## src/rtl/rs_pkg.sv

```systemverilog
package rs_pkg;

    localparam int DATA_W = 16;
    localparam int NUM_RS = 4;
    localparam int TAG_W  = $clog2(NUM_RS + 1);
    localparam int IDX_W  = (NUM_RS > 1) ? $clog2(NUM_RS) : 1;

    typedef logic [DATA_W-1:0] word_t;
    typedef logic [TAG_W-1:0]  tag_t;

    typedef enum logic [1:0] {
        OP_ADD = 2'd0,
        OP_SUB = 2'd1,
        OP_AND = 2'd2,
        OP_XOR = 2'd3
    } op_e;

    typedef struct packed {
        logic  valid;
        tag_t  tag;
        word_t data;
    } bcast_t;

    typedef struct packed {
        logic  rdy;
        tag_t  src;
        word_t val;
    } opnd_t;

    typedef struct packed {
        logic  busy;
        logic  fired;
        op_e   op;
        opnd_t j;
        opnd_t k;
    } slot_t;

    // Fill one source at issue time, taking a same-cycle broadcast if it matches.
    function automatic opnd_t take_src(tag_t q, word_t v, bcast_t b);
        opnd_t o;
        o.src = q;
        if (q == '0) begin
            o.rdy = 1'b1;
            o.val = v;
        end else if (b.valid && b.tag == q) begin
            o.rdy = 1'b1;
            o.val = b.data;
        end else begin
            o.rdy = 1'b0;
            o.val = '0;
        end
        return o;
    endfunction

    function automatic word_t alu(op_e op, word_t a, word_t b);
        word_t r;
        unique case (op)
            OP_ADD: r = a + b;
            OP_SUB: r = a - b;
            OP_AND: r = a & b;
            OP_XOR: r = a ^ b;
            default: r = '0;
        endcase
        return r;
    endfunction

endpackage

```

## src/rtl/rs_lowest.sv

```systemverilog
module rs_lowest
    import rs_pkg::*;
#(
    parameter int N = NUM_RS
) (
    input  logic [N-1:0]     req,
    output logic             found,
    output logic [IDX_W-1:0] idx
);
    always_comb begin
        idx = '0;
        for (int i = N - 1; i >= 0; i--) begin
            if (req[i]) idx = IDX_W'(i);
        end
    end

    assign found = |req;
endmodule

```

## src/rtl/rs_slot.sv

```systemverilog
module rs_slot
    import rs_pkg::*;
(
    input  logic   clk,
    input  logic   rst,
    input  logic   load,
    input  slot_t  load_val,
    input  bcast_t bus,
    input  logic   fire,
    input  logic   retire,
    output slot_t  q
);
    always_ff @(posedge clk) begin
        if (rst) begin
            q <= '0;
        end else if (load) begin
            q <= load_val;
        end else begin
            if (fire)
                q.fired <= 1'b1;
            if (retire) begin
                q.busy  <= 1'b0;
                q.fired <= 1'b0;
            end
            if (q.busy && !q.j.rdy && bus.valid && bus.tag == q.j.src) begin
                q.j.val <= bus.data;
                q.j.rdy <= 1'b1;
            end
            if (q.busy && !q.k.rdy && bus.valid && bus.tag == q.k.src) begin
                q.k.val <= bus.data;
                q.k.rdy <= 1'b1;
            end
        end
    end
endmodule

```

## src/rtl/rs_fu.sv

```systemverilog
module rs_fu
    import rs_pkg::*;
#(
    parameter int LATENCY = 2
) (
    input  logic   clk,
    input  logic   rst,
    input  bcast_t in_res,
    output bcast_t out_res
);
    bcast_t stg [LATENCY];

    always_ff @(posedge clk) begin
        if (rst) begin
            for (int i = 0; i < LATENCY; i++) stg[i] <= '0;
        end else begin
            stg[0] <= in_res;
            for (int i = 1; i < LATENCY; i++) stg[i] <= stg[i-1];
        end
    end

    assign out_res = stg[LATENCY-1];
endmodule

```

## src/rtl/rs_sched.sv

```systemverilog
module rs_sched
    import rs_pkg::*;
#(
    parameter int LATENCY = 2
) (
    input  logic              clk,
    input  logic              rst,
    input  logic              iss_valid,
    input  logic [1:0]        iss_op,
    input  logic [TAG_W-1:0]  iss_qj,
    input  logic [DATA_W-1:0] iss_vj,
    input  logic [TAG_W-1:0]  iss_qk,
    input  logic [DATA_W-1:0] iss_vk,
    output logic              iss_ready,
    output logic [TAG_W-1:0]  iss_tag,
    input  logic              cdb_valid,
    input  logic [TAG_W-1:0]  cdb_tag,
    input  logic [DATA_W-1:0] cdb_data,
    output logic              res_valid,
    output logic [TAG_W-1:0]  res_tag,
    output logic [DATA_W-1:0] res_data
);
    slot_t             slots [NUM_RS];
    logic [NUM_RS-1:0] busy_vec;
    logic [NUM_RS-1:0] rdy_vec;
    logic [IDX_W-1:0]  free_idx;
    logic [IDX_W-1:0]  disp_idx;
    logic              disp_valid;
    bcast_t            bus;
    bcast_t            fu_in;
    bcast_t            fu_out;
    slot_t             new_slot;

    assign bus = '{valid: cdb_valid, tag: cdb_tag, data: cdb_data};

    always_comb begin
        new_slot.busy  = 1'b1;
        new_slot.fired = 1'b0;
        new_slot.op    = op_e'(iss_op);
        new_slot.j     = take_src(iss_qj, iss_vj, bus);
        new_slot.k     = take_src(iss_qk, iss_vk, bus);
    end

    rs_lowest #(.N(NUM_RS)) u_alloc (
        .req   (~busy_vec),
        .found (iss_ready),
        .idx   (free_idx)
    );

    rs_lowest #(.N(NUM_RS)) u_pick (
        .req   (rdy_vec),
        .found (disp_valid),
        .idx   (disp_idx)
    );

    assign iss_tag = tag_t'(free_idx) + tag_t'(1);

    for (genvar g = 0; g < NUM_RS; g++) begin : g_slot
        rs_slot u_slot (
            .clk      (clk),
            .rst      (rst),
            .load     (iss_valid && iss_ready && free_idx == IDX_W'(g)),
            .load_val (new_slot),
            .bus      (bus),
            .fire     (disp_valid && disp_idx == IDX_W'(g)),
            .retire   (fu_out.valid && fu_out.tag == tag_t'(g + 1)),
            .q        (slots[g])
        );
        assign busy_vec[g] = slots[g].busy;
        assign rdy_vec[g]  = slots[g].busy && !slots[g].fired &&
                             slots[g].j.rdy && slots[g].k.rdy;
    end

    always_comb begin
        fu_in.valid = disp_valid;
        fu_in.tag   = tag_t'(disp_idx) + tag_t'(1);
        fu_in.data  = alu(slots[disp_idx].op, slots[disp_idx].j.val,
                          slots[disp_idx].k.val);
    end

    rs_fu #(.LATENCY(LATENCY)) u_fu (
        .clk     (clk),
        .rst     (rst),
        .in_res  (fu_in),
        .out_res (fu_out)
    );

    assign res_valid = fu_out.valid;
    assign res_tag   = fu_out.tag;
    assign res_data  = fu_out.data;
endmodule

```

## config.mk

```make
export PLATFORM = sky130hd
export DESIGN_NAME = rs_sched
export DESIGN_NICKNAME = d
export VERILOG_FILES = /design/src/rtl/rs_pkg.sv /design/src/rtl/rs_lowest.sv /design/src/rtl/rs_slot.sv /design/src/rtl/rs_fu.sv /design/src/rtl/rs_sched.sv
export SDC_FILE = /design/constraint.sdc
export NUM_CORES = 1
export LEC_CHECK = 0
export ABC_AREA = 1
export BUFFER_PORTS_ARGS = -buffer_cell sky130_fd_sc_hd__buf_2
export CORE_MARGIN = 5
export CORE_UTILIZATION = 55
export CTS_CLUSTER_DIAMETER = 200
export DETAILED_ROUTE_END_ITERATION = 6
export GPL_TIMING_DRIVEN = 0
export PLACE_DENSITY = 0.71
export SETUP_SLACK_MARGIN = 0.1
export SLEW_MARGIN = 25
export SYNTH_ARGS = -nofsm -noshare
export SYNTH_HDL_FRONTEND = slang
export SYNTH_SLANG_ARGS = --single-unit
```

## constraint.sdc

```tcl
create_clock -name clk -period 4.6 [get_ports clk]
set_input_delay 0.46 -clock clk [delete_from_list [all_inputs] [get_ports clk]]
set_output_delay 0.46 -clock clk [all_outputs]
set_load 0.02 [all_outputs]
```

=== Word-level counts from Yosys, hierarchy flattened ===
Memories as Yosys holds them, arrays and structs flattened.
Index checks and enable logic that the tools add are counted.

* Bits in registers: 176
* RAM bits: 40
* Input bits: 63
* Output and inout port bits: 24
* Logic and storage cells: 222
* Memories: 1

* $add $sub $neg: 4
* Order comparisons: 1
* Equality and inequality tests: 23
* Mux-type cells: 65
* Bitwise gates (word level): 6
* Reduce and logical (&&, ||, !) cells: 86

{| class="wikitable"
|+ Memories
! name !! words !! bits a word !! rd ports !! clocked after Yosys merged registers in !! wr ports !! line !! RTL
|-
| u_fu.stg || 2 || 20 || 2 || 0 || 2 || rs_fu.sv:11 || <nowiki>bcast_t stg [LATENCY];</nowiki>
|}

{| class="wikitable"
|+ Operators by type and width
! operator !! count
|-
| $mux W16 || 16
|-
| $bmux W44 S2 || 1
|-
| $mux W42 || 2
|-
| $mux W17 || 4
|-
| $pmux W16 S4 || 1
|-
| $logic_and A1 B1 Y1 || 51
|-
| $mux W20 || 2
|-
| $mux W2 || 16
|-
| $eq A3 B3 Y1 || 10
|-
| $reduce_bool A2 Y1 || 12
|-
| $mux W1 || 23
|-
| $add A16 B16 Y16 || 1
|-
| $and A16 B16 Y16 || 1
|-
| $sub A16 B16 Y16 || 1
|-
| $xor A16 B16 Y16 || 1
|-
| $eq A2 B2 Y1 const B || 6
|-
| $logic_not A1 Y1 || 12
|-
| $reduce_or A3 Y1 || 4
|-
| $reduce_or A4 Y1 || 2
|-
| $add A2 B1 Y3 const B || 2
|-
| $eq A2 B1 Y1 const B || 3
|-
| $eq A3 B2 Y1 const B || 2
|-
| $logic_not A2 Y1 || 3
|-
| $logic_not A3 Y1 || 2
|-
| 6 further kinds || 7
|}

=== Longest topological paths before layout ===
Gate-level depths: netlist (run 1).

* Depth after elaboration: 15
* Mapped depth: 31
* Depth with buffers taken out: 30

=== Modules after synthesis ===
A second synthesis (run 1) with hierarchy kept.

* Cells, all modules: 2,359
* Area total of the unflattened synthesis: 14,752.9 um2

{| class="wikitable"
|+ Modules (own cells, without submodules)
! module !! instances !! cells an instance !! area an instance (um2) !! seq. area each (um2)
|-
| rs_slot || 4 || 382 || 2,487.4 || 880.8
|-
| rs_sched || 1 || 669 || 3,414.5 || 0.0
|-
| rs_fu || 1 || 144 || 1,296.2 || 800.8
|-
| rs_lowest || 2 || 9 || 46.3 || 0.0
|}

=== Worst setup path before layout (run 1) ===
Ideal clock, no wire load.

* Path type: reg-to-reg
* Start point: register g_slot[2].u_slot.q[43] in the netlist's numbering
* End point: memory u_fu.stg[0][11] in the netlist's numbering
* Arrival: 3.397 ns
* Required time: 4.543 ns
* Slack: 1.147 ns
* Cell stages (with the launch flop): 24
* Path buffers: 3
* Clock period less this slack: 3.453 ns
* Cells stage by stage: dfxtp_1 inv_2 nor2_2 nand2_1 nand2_1 nand2_2 nand2_4 buf_6 buf_2 buf_1 nor2_1 o32ai_1 ha_1 nand3_1 nand3_1 a31oi_1 o21ai_0 a21oi_1 o21ai_0 nand2_1 nand2_1 o211ai_1 nand2_1 inv_1

{| class="wikitable"
|+ RTL lines
! item !! line !! RTL
|-
| start: declaration || rs_slot.sv:11 || <nowiki>output slot_t q</nowiki>
|-
| start signal: assignment || rs_slot.sv:17 || <nowiki>q <= load_val;</nowiki>
|-
| end: declaration || rs_fu.sv:11 ||
|}

==> run_results.csv, run 1 <==
group,metric,value,unit
outcome,result_of_the_run,"completed",
finish,layout-area-overhead-vs-synth,14.3,%
synth,synth_edf_count,0,
synth,postSynthCellCount,1840,
synth,ys_dominant_reg_cell,"sky130_fd_sc_hd__dfxtp_1",
placement,placed_cells,2198,
worst_hold_path,hold-path-endpoint,"g_slot[1].u_slot.q[41]",
synth,post-synth-top-area-fraction,35.2,%
die,floorplan.initialDensity,56.1,%
global_routing,grt_pass1_wl,71800,um
die,row_count,54,
sta,hold_viol,0,
critical_path,critical_path.reg2reg.endpoint,"u_fu.stg[0][10]",
synth,synth_async_sr_flop_share,0,%
critical_path,worst_setup_path_end_kind,"flop",
die,floorplan.die.height,159,um
synth,synth_common_cells,"529 x sky130_fd_sc_hd__nand2_1, 216 x sky130_fd_sc_hd__dfxtp_1, 167 x sky130_fd_sc_hd__nand3_1",
clock_tree,clock_slew_at_the_register_clock_pins_of_the_worst_setup_and_hold_paths,0.06,ns
clock_tree,tritoncts_num_sinks,216,
synth,synth_area,12300,sq um
pwr,power.switching,1530,uW
critical_path,slowest_library_cell_on_the_worst_path,"sky130_fd_sc_hd__fa_1",
placement,detailed_place_hpwl,35600,um
placement,place_worst_setup_slack,-0.153,ns
route,post_drt_wl_per_cell,21.3,um
critical_path,critical-path-max-stage-delay,0.46,ns
sta,worstMarginPinSlew,1.01,ns
clock_tree,h-tree-depth,1,
critical_path,cp.required,5.08,ns
critical_path,timing.critical_path.mode_cell,"sky130_fd_sc_hd__nand2_1",
pwr,p_leak,0.00592,uW
finish,finish.cell_count_without_fillers,2243,
placement,detailed_place.area,13000,sq um
pwr,post-layout-total-power,5230,uW
sta,unrepaired_setup_endpoints_after_global_routing,"false",
global_routing,globalRouteTotalUtil,35.7,%
route,drt-pass1-iter-count,6,
finish,final_design_area_no_fill,14000,sq um
pwr,power.clock.fraction,43.2,%
placement,gp_congestion,0.997,
sta,min_period_over_period,93.4,%
worst_hold_path,whs_path_depth,3,
synth,synth.top_cells.by_area,"sky130_fd_sc_hd__dfxtp_1 35%, sky130_fd_sc_hd__nand2_1 16%, sky130_fd_sc_hd__nand3_1 6.8%, sky130_fd_sc_hd__a31oi_1 6.7%, sky130_fd_sc_hd__inv_1 5.0%",
sta,period_minus_slack,4.30,ns
pwr,pwr_density_cell,372,nW/um^2
clock_tree,number_of_buffers_added_by_the_clock_tree_synthesis_step,24,
worst_hold_path,min-delay-path-class,"input pin to flop",
route,vias,13338,
sta,slew_headroom,32.4,%
synth,post_syn_nets,1940,
worst_hold_path,hold_start,"iss_op[1]",
global_routing,antenna_violations_before_repair,0,
route,post_route_antenna_net_violation_count,0,
critical_path,crit_path_start_kind,"flop",
critical_path,timing.critical_path.fanout_max,10,
sta,setup_slack,0.302,ns
synth,yosys.area.top_type,"sky130_fd_sc_hd__dfxtp_1",
sta,fin_skew,0.0138,ns
clock_tree,clkLatencyLatePin,0.54,ns
pwr,portion_of_total_power_attributed_to_sequential_cells,38.3,%
synth,synth.yosys.seq_area_share,35.2,%
sta,fin_worst_hold_slack,0.204,ns
clock_tree,clock-root-buffer,"sky130_fd_sc_hd__clkbuf_16",
finish,antennaDiodeCount,0,
placement,io_buffers,78,
die,floorplan.io_pins,87,
route,post-route-drc-count,0,
synth,average_instance_area_after_synthesis,6.68,sq um
pwr,p_comb_share,18.5,%
finish,post_route_cells_drive_above_1_share,11.9,%
global_routing,globalRouteOverflowTotal,0,
route,totalWireLength,47700,um
route,via_per_inst,5.95,
critical_path,worst-setup-path-type,"flop to flop",
clock_tree,holdBufCountCts,0,
critical_path,regToRegSetupSlack,0.30,ns
pwr,vdd_drop_max,0.268,mV
sta,final-max-slew-violation-count,0,
synth,yosys.cell_count.top_type,"sky130_fd_sc_hd__nand2_1",
critical_path,arrival,4.77,ns
synth,synthesis.yosys.warnings,0,
route,first_iter_violations,1939,
die,die_area,25400,sq um
clock_tree,cts_tree,"done",
pwr,internal_power,3700,uW
synth,yosysUniqueCellTypes,54,
die,dieWidth,159,um
clock_tree,cts-root-to-sink-buffers,3,
finish,final_net_count,2045,
sta,fmax,0.233,GHz
critical_path,regToRegStartpoint,"g_slot[1].u_slot.q[43]",
global_routing,first_global_vias,12369,
pwr,power.share.switching,29.2,%
die,placeableCoreArea,21900,sq um
synth,synth.ff_latch_count,216,
run,timing.max_cap.violations,0,
critical_path,worstRegToRegCells,27,
global_routing,maximum_number_of_pins_on_one_net_before_global_route_repair,15,
sta,final-setup-viol-count,0,
[metrics by stage]
stage / TNS, ns / utilization [%]
after floorplan: 0 / -
after global placement: -0.361 / 59.5
after detailed placement: -0.280 / 59.5
after CTS: 0 / 63.8
after global routing: 0 / 64.1
final: 0 / 64.1
[what timing repair did]
item	CTS	global route
endpoints found under the setup margin	4	7
pin swaps	0	2
buffers inserted	0	1
resized for setup	5	19
hold endpoints to repair	0	0
[metal layers]
| metal | share of wire (%) | vias to the layer above | track usage [%] |
|---|---|---|---|
| li1 | - | 6267 | - |
| met1 | 40 | 6056 | 48.6 |
| met2 | 43 | 867 | 55.1 |
| met3 | 13 | 148 | 8.08 |
| met4 | 4.5 | 0 | 13.9 |
| met5 | 0 | - | 0 |
[cells in the final DEF, fill, tap and decap left out, types with 7 or more instances in the layout]
| cell type | synthesis | routed |
|---|---|---|
| sky130_fd_sc_hd__xor2_1 | 33 | 33 |
| sky130_fd_sc_hd__buf_2 | 15 | 94 |
| sky130_fd_sc_hd__nor3_1 | 13 | 13 |
| sky130_fd_sc_hd__inv_1 | 163 | 163 |
| sky130_fd_sc_hd__nand2_2 | 13 | 14 |
| sky130_fd_sc_hd__clkbuf_16 | 0 | 25 |
| sky130_fd_sc_hd__dfxtp_1 | 216 | 215 |
| sky130_fd_sc_hd__o22ai_1 | 7 | 7 |
| sky130_fd_sc_hd__inv_2 | 13 | 13 |
| sky130_fd_sc_hd__nand2_1 | 529 | 528 |
| sky130_fd_sc_hd__clkbuf_1 | 68 | 68 |
| sky130_fd_sc_hd__clkbuf_2 | 5 | 9 |
| sky130_fd_sc_hd__nor2_1 | 137 | 137 |
| sky130_fd_sc_hd__o21ai_1 | 6 | 7 |
| sky130_fd_sc_hd__nand3_1 | 167 | 167 |
| sky130_fd_sc_hd__ha_1 | 36 | 36 |
| sky130_fd_sc_hd__o21ai_0 | 85 | 84 |
| sky130_fd_sc_hd__a21oi_1 | 72 | 70 |
| sky130_fd_sc_hd__o32ai_1 | 9 | 7 |
| sky130_fd_sc_hd__o211ai_1 | 8 | 8 |
| sky130_fd_sc_hd__buf_6 | 7 | 7 |
| sky130_fd_sc_hd__buf_4 | 21 | 23 |
| sky130_fd_sc_hd__a31oi_1 | 132 | 131 |
| sky130_fd_sc_hd__a211oi_1 | 7 | 7 |
| sky130_fd_sc_hd__buf_1 | 19 | 15 |
[kinds of logic after synthesis]
family | count (synthesis) | share of synthesized area [%]
adder cells (fa/ha/maj) | 37 | 3.83
buffers and inverters | 315 | 10.9
XOR/XNOR | 39 | 2.78
flip-flops | 216 | 35.2
AO/OA/AOI/OAI | 349 | 17.1
AND/OR/NAND/NOR | 884 | 30.1
[area by class of cell]
| type | count | area, sq um |
|---|---|---|
| fillers | 2081 | 7860 |
| multi-input cells | 1309 | 6680 |
| flip-flops and latches | 216 | 4330 |
| clock buffers | 34 | 719 |
| inverters | 180 | 678 |
| plain buffers | 135 | 677 |
| repair buffers | 79 | 398 |
| well taps | 280 | 350 |
| clock inverters | 10 | 206 |
[worst max path at each step]
stage	startpoint	endpoint	slack, ns	cells after the start
2_1_floorplan	g_slot[2].u_slot.q[43]	u_fu.stg[0][11]	1.15	23
3_3_place_gp	g_slot[2].u_slot.q[43]	u_fu.stg[0][11]	-0.21	23
3_5_place_dp	g_slot[2].u_slot.q[43]	u_fu.stg[0][11]	-0.15	23
4_1_cts	g_slot[2].u_slot.q[43]	u_fu.stg[0][11]	0.13	23
5_1_grt	g_slot[1].u_slot.q[43]	u_fu.stg[0][10]	0.08	27
6_report	g_slot[1].u_slot.q[43]	u_fu.stg[0][10]	0.30	27
[worst max-delay path: cells and delay by family (launching register included)]
| kind | cells | cell delay [ns] |
|---|---|---|
| adder cells (fa/ha/maj) | 2 | 0.73 |
| flip-flops | 1 | 0.37 |
| AO/OA/AOI/OAI | 5 | 1.01 |
| AND/OR/NAND/NOR | 13 | 1.49 |
| XOR/XNOR | 1 | 0.09 |
| buffers and inverters | 6 | 0.54 |
[registers in the layout (all words and copies together), names as in the netlist]
register	count
g_slot.u_slot.q	176
u_fu.stg	40
[power by group through the flow]
stage | Clock, uW | Sequential [uW] | Combinational [uW]
6_report | 2260 | 2000 | 966
5_1_grt | 2320 | 2010 | 1050
4_1_cts | 2250 | 2000 | 926
3_5_place_dp | 0 | 2040 | 916
3_3_place_gp | 0 | 2040 | 909
2_1_floorplan | 0 | 2030 | 629
No activity file was read; power rests on OpenSTA's default activity.
==> run 2, diff against run 1 <==
- BUFFER_PORTS_ARGS: -buffer_cell sky130_fd_sc_hd__buf_2 -> -buffer_cell sky130_fd_sc_hd__clkbuf_2
==> run_results.csv, run 2 (synthesized netlist as in run 1, its figures left out) <==
group,metric,value,unit
sta,timing.setup.tns,0,ns
critical_path,crit_path_start_kind,"flop",
clock_tree,cts-root-to-sink-buffers,3,
clock_tree,tritoncts_num_sinks,216,
clock_tree,clock_slew_at_the_register_clock_pins_of_the_worst_setup_and_hold_paths,0.07,ns
finish,post_route_cells_drive_above_1_share,11.6,%
die,floorplan.io_pins,87,
run,timing.max_cap.violations,0,
route,via_per_inst,6.01,
die,floorplan.die.height,159,um
sta,min_period_over_period,93.4,%
placement,place_worst_setup_slack,-0.130,ns
clock_tree,number_of_buffers_added_by_the_clock_tree_synthesis_step,24,
route,drt-pass1-iter-count,7,
placement,gp_congestion,0.990,
outcome,result_of_the_run,"complete, but fails checks",
finish,layout-area-overhead-vs-synth,13.2,%
sta,setup_slack,0.301,ns
critical_path,cp.required,5.09,ns
finish,final_net_count,2044,
critical_path,critical-path-max-stage-delay,0.38,ns
route,post-route-drc-count,1,
sta,worstMarginPinSlew,0.962,ns
die,die_area,25400,sq um
die,floorplan.initialDensity,56.1,%
finish,most-common-layout-cells,"528 x sky130_fd_sc_hd__nand2_1, 216 x sky130_fd_sc_hd__dfxtp_1, 167 x sky130_fd_sc_hd__nand3_1",
die,placeableCoreArea,21900,sq um
pwr,post-layout-total-power,5030,uW
sta,fmax,0.233,GHz
finish,register_containing_the_most_flip_flops_in_the_final_layout,"g_slot.u_slot.q",
finish,final_design_area_no_fill,13900,sq um
sta,fin_skew,0.0178,ns
pwr,p_leak,0.00586,uW
finish,reg.largest.list,"g_slot.u_slot.q (176), u_fu.stg (40)",
die,row_count,54,
sta,hold_viol,0,
sta,final-max-slew-violation-count,0,
critical_path,worst-setup-path-type,"flop to flop",
sta,final-setup-viol-count,0,
critical_path,regToRegSetupSlack,0.30,ns
critical_path,slowest_library_cell_on_the_worst_path,"sky130_fd_sc_hd__a31oi_1",
critical_path,timing.critical_path.fanout_max,10,
global_routing,grt_pass1_wl,71500,um
route,post_route_antenna_net_violation_count,0,
critical_path,crit_family,"compound AO/OA/AOI/OAI gates",
pwr,pwr_density_cell,361,nW/um^2
finish,antennaDiodeCount,0,
route,post_drt_wl_per_cell,21.3,um
clock_tree,cts_tree,"done",
placement,io_buffers,78,
critical_path,worstPathBufferInverterCount,6,
sta,period_minus_slack,4.30,ns
critical_path,arrival,4.79,ns
route,first_iter_violations,2100,
global_routing,antenna_violations_before_repair,0,
route,totalWireLength,47800,um
global_routing,first_global_vias,12253,
placement,detailed_place_hpwl,35500,um
clock_tree,post_cts.repair.setup_buffers,0,
finish,layout_commonest_cell,"sky130_fd_sc_hd__nand2_1",
clock_tree,clkLatencyLatePin,0.54,ns
global_routing,maximum_number_of_pins_on_one_net_before_global_route_repair,15,
clock_tree,h-tree-depth,1,
critical_path,worst_setup_path_end_kind,"flop",
die,dieWidth,159,um
finish,largest_register_ffs,176,
global_routing,globalRouteTotalUtil,35.4,%
critical_path,cells_traversed_along_the_worst_timing_path,"inv_2 > nor2_2 > nand3_2 > nand2_2 > nand2_4 > buf_6 > inv_2 > buf_2 > clkbuf_2 > nand2_1 > a31oi_1 > ha_1 > a21oi_1 > o21ai_0 > a21oi_1 > or2_2 > nand2_1 > a21oi_1 > xor2_1 > o211ai_1 > nand2_1 > inv_1",
clock_tree,clock-root-buffer,"sky130_fd_sc_hd__clkbuf_16",
sta,slew_headroom,35.2,%
sta,unrepaired_setup_endpoints_after_global_routing,"false",
worst_hold_path,min-delay-path-class,"input pin to flop",
route,vias,13480,
global_routing,globalRouteOverflowTotal,0,
outcome,violations_in_the_final_reports,"DRC",
placement,placed_cells,2198,
pwr,vdd_drop_max,0.251,mV
finish,finish.cell_count_without_fillers,2242,
placement,detailed_place.area,13000,sq um
## run 2: metal layers
metal	up-vias	wire length (um)	global-route usage (%)
li1	6261	-	-
met1	6136	18700	47.8
met2	930	20600	54.6
met3	153	6370	9.42
met4	0	2170	13.3
met5	-	0	0
## run 2: worst reg2reg max path, cell delays in order (launching register included)
cell                       delay, ns
sky130_fd_sc_hd__dfxtp_1        0.37
sky130_fd_sc_hd__inv_2          0.12
sky130_fd_sc_hd__nor2_2         0.10
sky130_fd_sc_hd__nand3_2        0.12
sky130_fd_sc_hd__nand2_2        0.17
sky130_fd_sc_hd__nand2_4        0.15
sky130_fd_sc_hd__buf_6          0.20
sky130_fd_sc_hd__inv_2          0.09
sky130_fd_sc_hd__buf_2          0.26
sky130_fd_sc_hd__clkbuf_2       0.34
sky130_fd_sc_hd__nand2_1        0.09
sky130_fd_sc_hd__a31oi_1        0.38
sky130_fd_sc_hd__ha_1           0.37
sky130_fd_sc_hd__a21oi_1        0.21
sky130_fd_sc_hd__o21ai_0        0.13
sky130_fd_sc_hd__a21oi_1        0.24
sky130_fd_sc_hd__or2_2          0.17
sky130_fd_sc_hd__nand2_1        0.05
sky130_fd_sc_hd__a21oi_1        0.16
sky130_fd_sc_hd__xor2_1         0.09
sky130_fd_sc_hd__o211ai_1       0.30
sky130_fd_sc_hd__nand2_1        0.08
sky130_fd_sc_hd__inv_1          0.06
## run 2: worst paths after layout
| path | startpoint | endpoint | cells after the start |
|---|---|---|---|
| setup / recovery | g_slot[1].u_slot.q[43] | u_fu.stg[0][10] | 22 |
| hold / removal | iss_op[1] | g_slot[3].u_slot.q[41] | 3 |
| setup reg to reg | g_slot[1].u_slot.q[43] | u_fu.stg[0][10] | 22 |
| hold reg to reg | u_fu.stg[0][7] | u_fu.stg[0][27] | 2 |
## run 2: power breakdown
| part | switching (uW) | internal, uW |
|---|---|---|
| clock network | 851 | 1220 |
| logic | 644 | 305 |
| registers | 38.3 | 1960 |
## run 2: final cells by class
class | count | area [sq um]
well taps | 280 | 350
fillers | 2063 | 7980
clock buffers | 30 | 643
clock inverters | 14 | 191
plain buffers | 135 | 677
multi-input cells | 1309 | 6650
repair buffers | 78 | 390
inverters | 180 | 678
flip-flops and latches | 216 | 4320
## run 2: repair_timing
action                     in CTS  in global routing
setup endpoints to repair       3                  6
gates resized for setup         3                 17
hold buffers                    0                  0
## run 2: through the flow
step / hold slack (ns) / util, %
after CTS: 0.190 / 63.4
final: 0.195 / 63.5
after global routing: 0.201 / 63.5
after global placement: 0.390 / 59.5
after floorplan: 0.388 / -
after detailed placement: 0.392 / 59.5
